### config.mk
export PLATFORM = sky130hd
export DESIGN_NAME = clkctl_smb_target
export DESIGN_NICKNAME = d
export VERILOG_FILES = /design/src/rtl/smbt_pkg.sv /design/src/rtl/smbt_line_cond.sv /design/src/rtl/smbt_xfer_engine.sv /design/src/rtl/smbt_field_map.sv /design/src/rtl/clkctl_smb_target.sv
export SDC_FILE = /design/constraint.sdc
export NUM_CORES = 1
export LEC_CHECK = 0
export BUFFER_PORTS_ARGS = -buffer_cell sky130_fd_sc_hd__buf_2
export CAP_MARGIN = 20
export CORE_MARGIN = 2
export CORE_UTILIZATION = 55
export DETAILED_ROUTE_END_ITERATION = 8
export HOLD_SLACK_MARGIN = 0.12
export PLACE_DENSITY = 0.75
export SLEW_MARGIN = 20
export SYNTH_ARGS = -nofsm -noshare
export SYNTH_HDL_FRONTEND = slang
export SYNTH_SLANG_ARGS = --single-unit
### constraint.sdc
create_clock -name clk -period 3.39 [get_ports clk]
set_input_delay 0.1695 -clock clk [delete_from_list [all_inputs] [get_ports clk]]
set_output_delay 0.1695 -clock clk [all_outputs]
set_load 0.01 [all_outputs]
### src/rtl/smbt_pkg.sv
package smbt_pkg;
    typedef enum logic [2:0] {
        ST_IDLE,
        ST_RX,
        ST_RXACK,
        ST_TX,
        ST_TXACK
    } st_e;

    typedef enum logic [1:0] {
        PH_ADDR,
        PH_CMD,
        PH_CNT,
        PH_DATA
    } ph_e;
endpackage

### src/rtl/smbt_line_cond.sv
module smbt_line_cond #(
    parameter int SYNC = 2
) (
    input  logic clk,
    input  logic rst_n,
    input  logic scl_i,
    input  logic sda_i,
    output logic scl_rise,
    output logic scl_fall,
    output logic start_det,
    output logic stop_det,
    output logic sda_s
);
    logic [SYNC-1:0] scl_sy_q, sda_sy_q;
    logic            scl_p_q, sda_p_q;
    logic            scl_s;

    always_ff @(posedge clk or negedge rst_n) begin
        if (!rst_n) begin
            scl_sy_q <= '1;
            sda_sy_q <= '1;
            scl_p_q  <= 1'b1;
            sda_p_q  <= 1'b1;
        end else begin
            scl_sy_q <= {scl_sy_q[SYNC-2:0], scl_i};
            sda_sy_q <= {sda_sy_q[SYNC-2:0], sda_i};
            scl_p_q  <= scl_sy_q[SYNC-1];
            sda_p_q  <= sda_sy_q[SYNC-1];
        end
    end

    assign scl_s     = scl_sy_q[SYNC-1];
    assign sda_s     = sda_sy_q[SYNC-1];
    assign scl_rise  = scl_s & ~scl_p_q;
    assign scl_fall  = ~scl_s & scl_p_q;
    assign start_det = scl_s & scl_p_q & sda_p_q & ~sda_s;
    assign stop_det  = scl_s & scl_p_q & ~sda_p_q & sda_s;
endmodule

### src/rtl/smbt_xfer_engine.sv
module smbt_xfer_engine
    import smbt_pkg::*;
#(
    parameter int               NREG    = 6,
    parameter logic [6:0]       ADDR7   = 7'h6B,
    parameter int               CNT_IDX = 4,
    parameter logic [NREG*8-1:0] RST_VAL = 48'hD8_06_08_E0_15_00
) (
    input  logic              clk,
    input  logic              rst_n,
    input  logic              scl_rise,
    input  logic              scl_fall,
    input  logic              start_det,
    input  logic              stop_det,
    input  logic              sda_s,
    output logic              sda_oe,
    output logic [NREG*8-1:0] regs_o
);
    typedef struct packed {
        st_e                  st;
        ph_e                  ph;
        logic [3:0]           bits;
        logic [7:0]           sh;
        logic [7:0]           tx;
        logic [6:0]           ptr;
        logic                 blk;
        logic                 rd;
        logic                 once;
        logic [7:0]           left;
        logic                 oe;
        logic [NREG-1:0][7:0] regs;
    } state_t;

    state_t     s_d, s_q;
    logic [7:0] rd_byte;
    logic       wr_ok;
    logic [7:0] tx_nxt;

    always_comb begin
        rd_byte = 8'h00;
        for (int k = 0; k < NREG; k++) begin
            if (s_q.ptr == 7'(k)) rd_byte = s_q.regs[k];
        end
    end

    always_comb begin
        s_d    = s_q;
        wr_ok  = 1'b0;
        tx_nxt = {s_q.tx[6:0], 1'b0};
        if (start_det) begin
            s_d.st   = ST_RX;
            s_d.ph   = PH_ADDR;
            s_d.bits = '0;
            s_d.oe   = 1'b0;
            s_d.rd   = 1'b0;
        end else if (stop_det) begin
            s_d.st = ST_IDLE;
            s_d.oe = 1'b0;
        end else begin
            unique case (s_q.st)
                ST_RX: begin
                    if (scl_rise) begin
                        s_d.sh   = {s_q.sh[6:0], sda_s};
                        s_d.bits = s_q.bits + 4'd1;
                    end else if (scl_fall && s_q.bits == 4'd8) begin
                        s_d.bits = '0;
                        s_d.st   = ST_RXACK;
                        s_d.oe   = 1'b1;
                        unique case (s_q.ph)
                            PH_ADDR: begin
                                if (s_q.sh[7:1] != ADDR7) begin
                                    s_d.st = ST_IDLE;
                                    s_d.oe = 1'b0;
                                end else if (s_q.sh[0]) begin
                                    s_d.rd = 1'b1;
                                    if (s_q.blk) begin
                                        s_d.tx = s_q.regs[CNT_IDX];
                                    end else begin
                                        s_d.tx  = rd_byte;
                                        s_d.ptr = s_q.ptr + 7'd1;
                                    end
                                end else begin
                                    s_d.ph = PH_CMD;
                                end
                            end
                            PH_CMD: begin
                                s_d.ptr  = s_q.sh[6:0];
                                s_d.blk  = ~s_q.sh[7];
                                s_d.ph   = s_q.sh[7] ? PH_DATA : PH_CNT;
                                s_d.once = 1'b1;
                            end
                            PH_CNT: begin
                                s_d.left = s_q.sh;
                                s_d.ph   = PH_DATA;
                            end
                            default: begin
                                wr_ok = s_q.blk ? (s_q.left != 8'd0) : s_q.once;
                                for (int k = 0; k < NREG; k++) begin
                                    if (wr_ok && s_q.ptr == 7'(k)) s_d.regs[k] = s_q.sh;
                                end
                                if (wr_ok) s_d.ptr = s_q.ptr + 7'd1;
                                if (s_q.blk && s_q.left != 8'd0) s_d.left = s_q.left - 8'd1;
                                s_d.once = 1'b0;
                            end
                        endcase
                    end
                end
                ST_RXACK: begin
                    if (scl_fall) begin
                        if (s_q.rd) begin
                            s_d.st   = ST_TX;
                            s_d.bits = '0;
                            s_d.oe   = ~s_q.tx[7];
                        end else begin
                            s_d.st = ST_RX;
                            s_d.oe = 1'b0;
                        end
                    end
                end
                ST_TX: begin
                    if (scl_rise) begin
                        s_d.bits = s_q.bits + 4'd1;
                    end else if (scl_fall) begin
                        if (s_q.bits == 4'd8) begin
                            s_d.st = ST_TXACK;
                            s_d.oe = 1'b0;
                        end else begin
                            s_d.tx = tx_nxt;
                            s_d.oe = ~tx_nxt[7];
                        end
                    end
                end
                ST_TXACK: begin
                    if (scl_rise) begin
                        if (sda_s) begin
                            s_d.st = ST_IDLE;
                        end else begin
                            s_d.tx  = rd_byte;
                            s_d.ptr = s_q.ptr + 7'd1;
                        end
                    end else if (scl_fall) begin
                        s_d.st   = ST_TX;
                        s_d.bits = '0;
                        s_d.oe   = ~s_q.tx[7];
                    end
                end
                default: ;
            endcase
        end
    end

    always_ff @(posedge clk or negedge rst_n) begin
        if (!rst_n) begin
            s_q      <= '0;
            s_q.st   <= ST_IDLE;
            s_q.ph   <= PH_ADDR;
            s_q.regs <= RST_VAL;
        end else begin
            s_q <= s_d;
        end
    end

    assign sda_oe = s_q.oe;
    assign regs_o = s_q.regs;
endmodule

### src/rtl/smbt_field_map.sv
module smbt_field_map #(
    parameter int               NREG    = 6,
    parameter int               NOUT    = 6,
    parameter logic [NOUT*8-1:0] OE_BITS = {8'd21, 8'd22, 8'd23, 8'd8, 8'd10, 8'd12},
    parameter int               AMP_IDX = 5
) (
    input  logic [NREG*8-1:0] regs_i,
    output logic [NOUT-1:0]   out_en_o,
    output logic              amp_sel_o,
    output logic [2:0]        amp_lvl_o
);
    localparam int AMP_BASE = AMP_IDX * 8;

    for (genvar g = 0; g < NOUT; g++) begin : g_oe
        assign out_en_o[g] = regs_i[OE_BITS[g*8 +: 8]];
    end

    assign amp_sel_o = regs_i[AMP_BASE + 7];
    assign amp_lvl_o = regs_i[AMP_BASE + 4 +: 3];
endmodule

### src/rtl/clkctl_smb_target.sv
module clkctl_smb_target #(
    parameter int               NREG    = 6,
    parameter int               NOUT    = 6,
    parameter logic [6:0]       ADDR7   = 7'h6B,
    parameter int               CNT_IDX = 4,
    parameter int               AMP_IDX = 5,
    parameter logic [NREG*8-1:0] RST_VAL = 48'hD8_06_08_E0_15_00
) (
    input  logic              clk,
    input  logic              rst_n,
    input  logic              scl_i,
    input  logic              sda_i,
    output logic              sda_oe,
    output logic [NREG*8-1:0] regs_o,
    output logic [NOUT-1:0]   out_en_o,
    output logic              amp_sel_o,
    output logic [2:0]        amp_lvl_o
);
    logic scl_rise, scl_fall, start_det, stop_det, sda_s;

    smbt_line_cond #(.SYNC(2)) line_i (
        .clk(clk), .rst_n(rst_n), .scl_i(scl_i), .sda_i(sda_i),
        .scl_rise(scl_rise), .scl_fall(scl_fall),
        .start_det(start_det), .stop_det(stop_det), .sda_s(sda_s)
    );

    smbt_xfer_engine #(
        .NREG(NREG), .ADDR7(ADDR7), .CNT_IDX(CNT_IDX), .RST_VAL(RST_VAL)
    ) eng_i (
        .clk(clk), .rst_n(rst_n),
        .scl_rise(scl_rise), .scl_fall(scl_fall),
        .start_det(start_det), .stop_det(stop_det), .sda_s(sda_s),
        .sda_oe(sda_oe), .regs_o(regs_o)
    );

    smbt_field_map #(.NREG(NREG), .NOUT(NOUT), .AMP_IDX(AMP_IDX)) map_i (
        .regs_i(regs_o), .out_en_o(out_en_o),
        .amp_sel_o(amp_sel_o), .amp_lvl_o(amp_lvl_o)
    );
endmodule

==> impl_metrics.csv <==
group,metric,value,unit
status,status,"complete, no violations",
logic_synthesis,async_flop_share,100,%
die,core,10800,sq um
global_routing,grt_overflow_total,0,
worst_setup_path,worstPathRequired,3.73,ns
global_routing,grt_usage,26.5,%
cells_and_area,fillCellCount,937,
placed_design,place.gp.congestion,0.973,
sta,tightest_slew,0.923,ns
logic_synthesis,synth.area.top_cells,"dfrtp_1, mux2_2, dfstp_2, buf_4, o21ai_0",
power,p_leak,2.80,nW
sta,fmax,352,MHz
cells_and_area,area_growth,3.20,%
sta,hold_ws,0.360,ns
cts,clock-sinks,98,
worst_setup_path,crit_path_end_kind,"flop",
cts,numCtsBuffers,9,
logic_synthesis,ys_seq_area_share,40.8,%
cells_and_area,drive_gt1_share,28.4,%
logic_synthesis,yosys-top-cells-count,"dfrtp_1, mux2_2, buf_4",
cells_and_area,stdcell_area,6260,sq um
cts,clock-root-buffer,"clkbuf_8",
global_routing,grt_pass1_wl,23.9,mm
power,power_density,509,nW/um^2
sta,setup_viol,0,
global_routing,grt_max_degree,65,
logic_synthesis,synth_cells,634,
die,initial_utilization,56.2,%
flow_run,maxCapViolCount,0,
worst_setup_path,path_class,"flop to flop",
sta,tns,0,ns
power,clock_power_share,26.1,%
min_path,hold_class,"flop to flop",
die,ioPinCount,63,
sta,hold_violations,0,
logic_synthesis,ys.flop_type,"dfrtp_1",
power,power_frac_comb,26.9,%
sta,finalCritPeriodShare,83.8,%
sta,skew,0.0140,ns
sta,min_period,2.84,ns
logic_synthesis,synth_edf_count,0,
sta,drv_slew,0,
worst_setup_path,cp_max_fo,17,
cts,worstSkewPairLatency,0.40,ns
cts,cts_tree,"yes",
worst_setup_path,arrival,3.18,ns
power,swShare,37.4,%
drt,drt.antenna.violating_nets,0,
logic_synthesis,ys_seq_elements,98,
logic_synthesis,synth.avg_cell_area,9.57,sq um
drt,dr.pass1.iters,5,
logic_synthesis,synth_nets,650,
placed_design,dp_hpwl,10.3,mm
power,ir_worst_vdd,0.000340,V
sta,slew-limit-headroom,38.2,%
cts,clkSlewWorstSetupHoldPaths,0.10,ns
die,dieArea,11900,sq um
worst_setup_path,start_kind,"flop",
drt,post_drt_wl_per_cell,19.7,microns
power,power.internal,1.99,mW
logic_synthesis,ys_types,67,
power,switchingPower,1.19,mW
logic_synthesis,synth_top_area_share,32.6,%
placed_design,portBuffers,62,
drt,vias,4867,
logic_synthesis,ys.warnings.count,0,
cells_and_area,nets,635,
drt,via_per_inst,6.37,
cells_and_area,antennaDiodeCount,0,
drt,drcViolationCount,0,
global_routing,grt_pass1_vias,4511,
cts,cts_buffer_depth,2,
drt,totalWireLength,15.0,mm
cts,htreeDepth,3,
logic_synthesis,netlist_area,6070,sq um
logic_synthesis,synth.most_common_cell,"dfrtp_1",
sta,rsz0062_at_grt,"false",
drt,drt-initial-drc-count,408,
cts,cts_resized,0,
die,die_y,109,microns
placed_design,placed_cell_area,6010,sq um
global_routing,antenna_found_initial,0,
die,die_x,109,microns
power,seq_power_share,47.0,%
die,rows,38,
logic_synthesis,yosysTopAreaCell,"dfrtp_1",
[area by class of cell]
cell class,instances,area (sq um),share of cell area [%]
repair buffers,73,403,6.43
well taps,140,175,2.80
multi-input cells,418,2920,46.6
clock inverters,6,78.8,1.26
clock buffers,10,138,2.20
inverters,19,71.3,1.14
flip-flops and latches,98,2480,39.5
[power by group through the flow]
stage	Clock [mW]	Sequential (mW)	Combinational [mW]
after floorplan	0	1.38	0.728
after global placement	0	1.50	0.822
after detailed placement	0	1.51	0.843
after CTS	0.852	1.49	0.849
after global routing	0.894	1.52	0.963
final	0.832	1.50	0.858
[what timing repair did]
action / 4_1_cts / 5_1_grt
hold endpoints to repair: 52 / 0
hold buffers: 3 / 0
setup buffers: 0 / 0
[cells in the final DEF (no fill, tap or decap), types with 4 or more instances in the layout]
cell type	count
nor2b_1	13
o211ai_1	4
o22ai_1	5
nor3b_1	10
a21oi_1	31
nor2_1	36
or3_1	7
o31ai_1	6
nor3_1	13
mux2_2	59
inv_1	19
and3_1	5
buf_2	61
ha_1	12
o21ai_0	46
nand2b_1	18
clkbuf_8	10
nor4_1	7
nand3_2	4
dfstp_2	19
nand3_1	10
dfrtp_1	79
a22oi_1	11
buf_4	9
a211oi_1	5
nand3b_1	5
nand2_1	33
a31oi_1	17
[state kept, by name, summed over array words and instances, names as in the netlist]
| name | count |
|---|---|
| eng_i.sda_oe | 1 |
| line_i.scl_sy_q | 2 |
| line_i.sda_sy_q | 2 |
| eng_i.regs_o | 48 |
| eng_i.s_q | 43 |
| line_i.sda_p_q | 1 |
| line_i.scl_p_q | 1 |
[worst paths after layout]
path	cells past startpoint	end	slack [ns]	startpoint
max	5	eng_i.s_q[74]	0.55	eng_i.s_q[91]
min	0	line_i.sda_sy_q[1]	0.36	line_i.sda_sy_q[0]
max reg2reg	5	eng_i.s_q[74]	0.55	eng_i.s_q[91]
min reg2reg	0	line_i.sda_sy_q[1]	0.36	line_i.sda_sy_q[0]
max in group asynchronous	3	eng_i.regs_o[47]	2.14	rst_n
min in group asynchronous	2	eng_i.s_q[51]	0.41	rst_n
[critical path, cell delays in order, from the launching register on]
cell and delay (ns):
dfrtp_1 0.66, and3b_1 0.41, nor3_1 0.75, a21oi_1 0.13, a2111oi_0 0.60, o22a_1 0.23
[per-layer routing]
layer | vias up | GRT usage (%) | part of all wire (%)
met4 | 0 | 9.98 | 2.8
met5 | - | 0 | 0
met1 | 2411 | 36.0 | 43
li1 | 2206 | - | -
met2 | 215 | 40.7 | 47
met3 | 35 | 6.99 | 7.5
[cells by family after synthesis]
| logic type | synth area share (%) |
|---|---|
| AOI/OAI and AO/OA | 16.6 |
| adders and majority gates | 2.47 |
| DFF | 40.8 |
| and+or+nand+nor | 17.2 |
| buffers and inverters | 11.1 |
| xor gates and xnor gates | 0.433 |
| muxes | 11.4 |
[through the flow]
stage                     std cells  setup slack [ns]  total power, mW  util [%]
after floorplan                 634              1.16             2.11         -
after global placement          745             0.741             2.32      55.7
after detailed placement        745             0.659             2.36      55.7
after CTS                       764             0.642             3.19      58.0
after global routing            764             0.213             3.38      58.0
final                           764             0.548             3.19      58.0
Note: power is estimated with default switching activity, not from simulation.
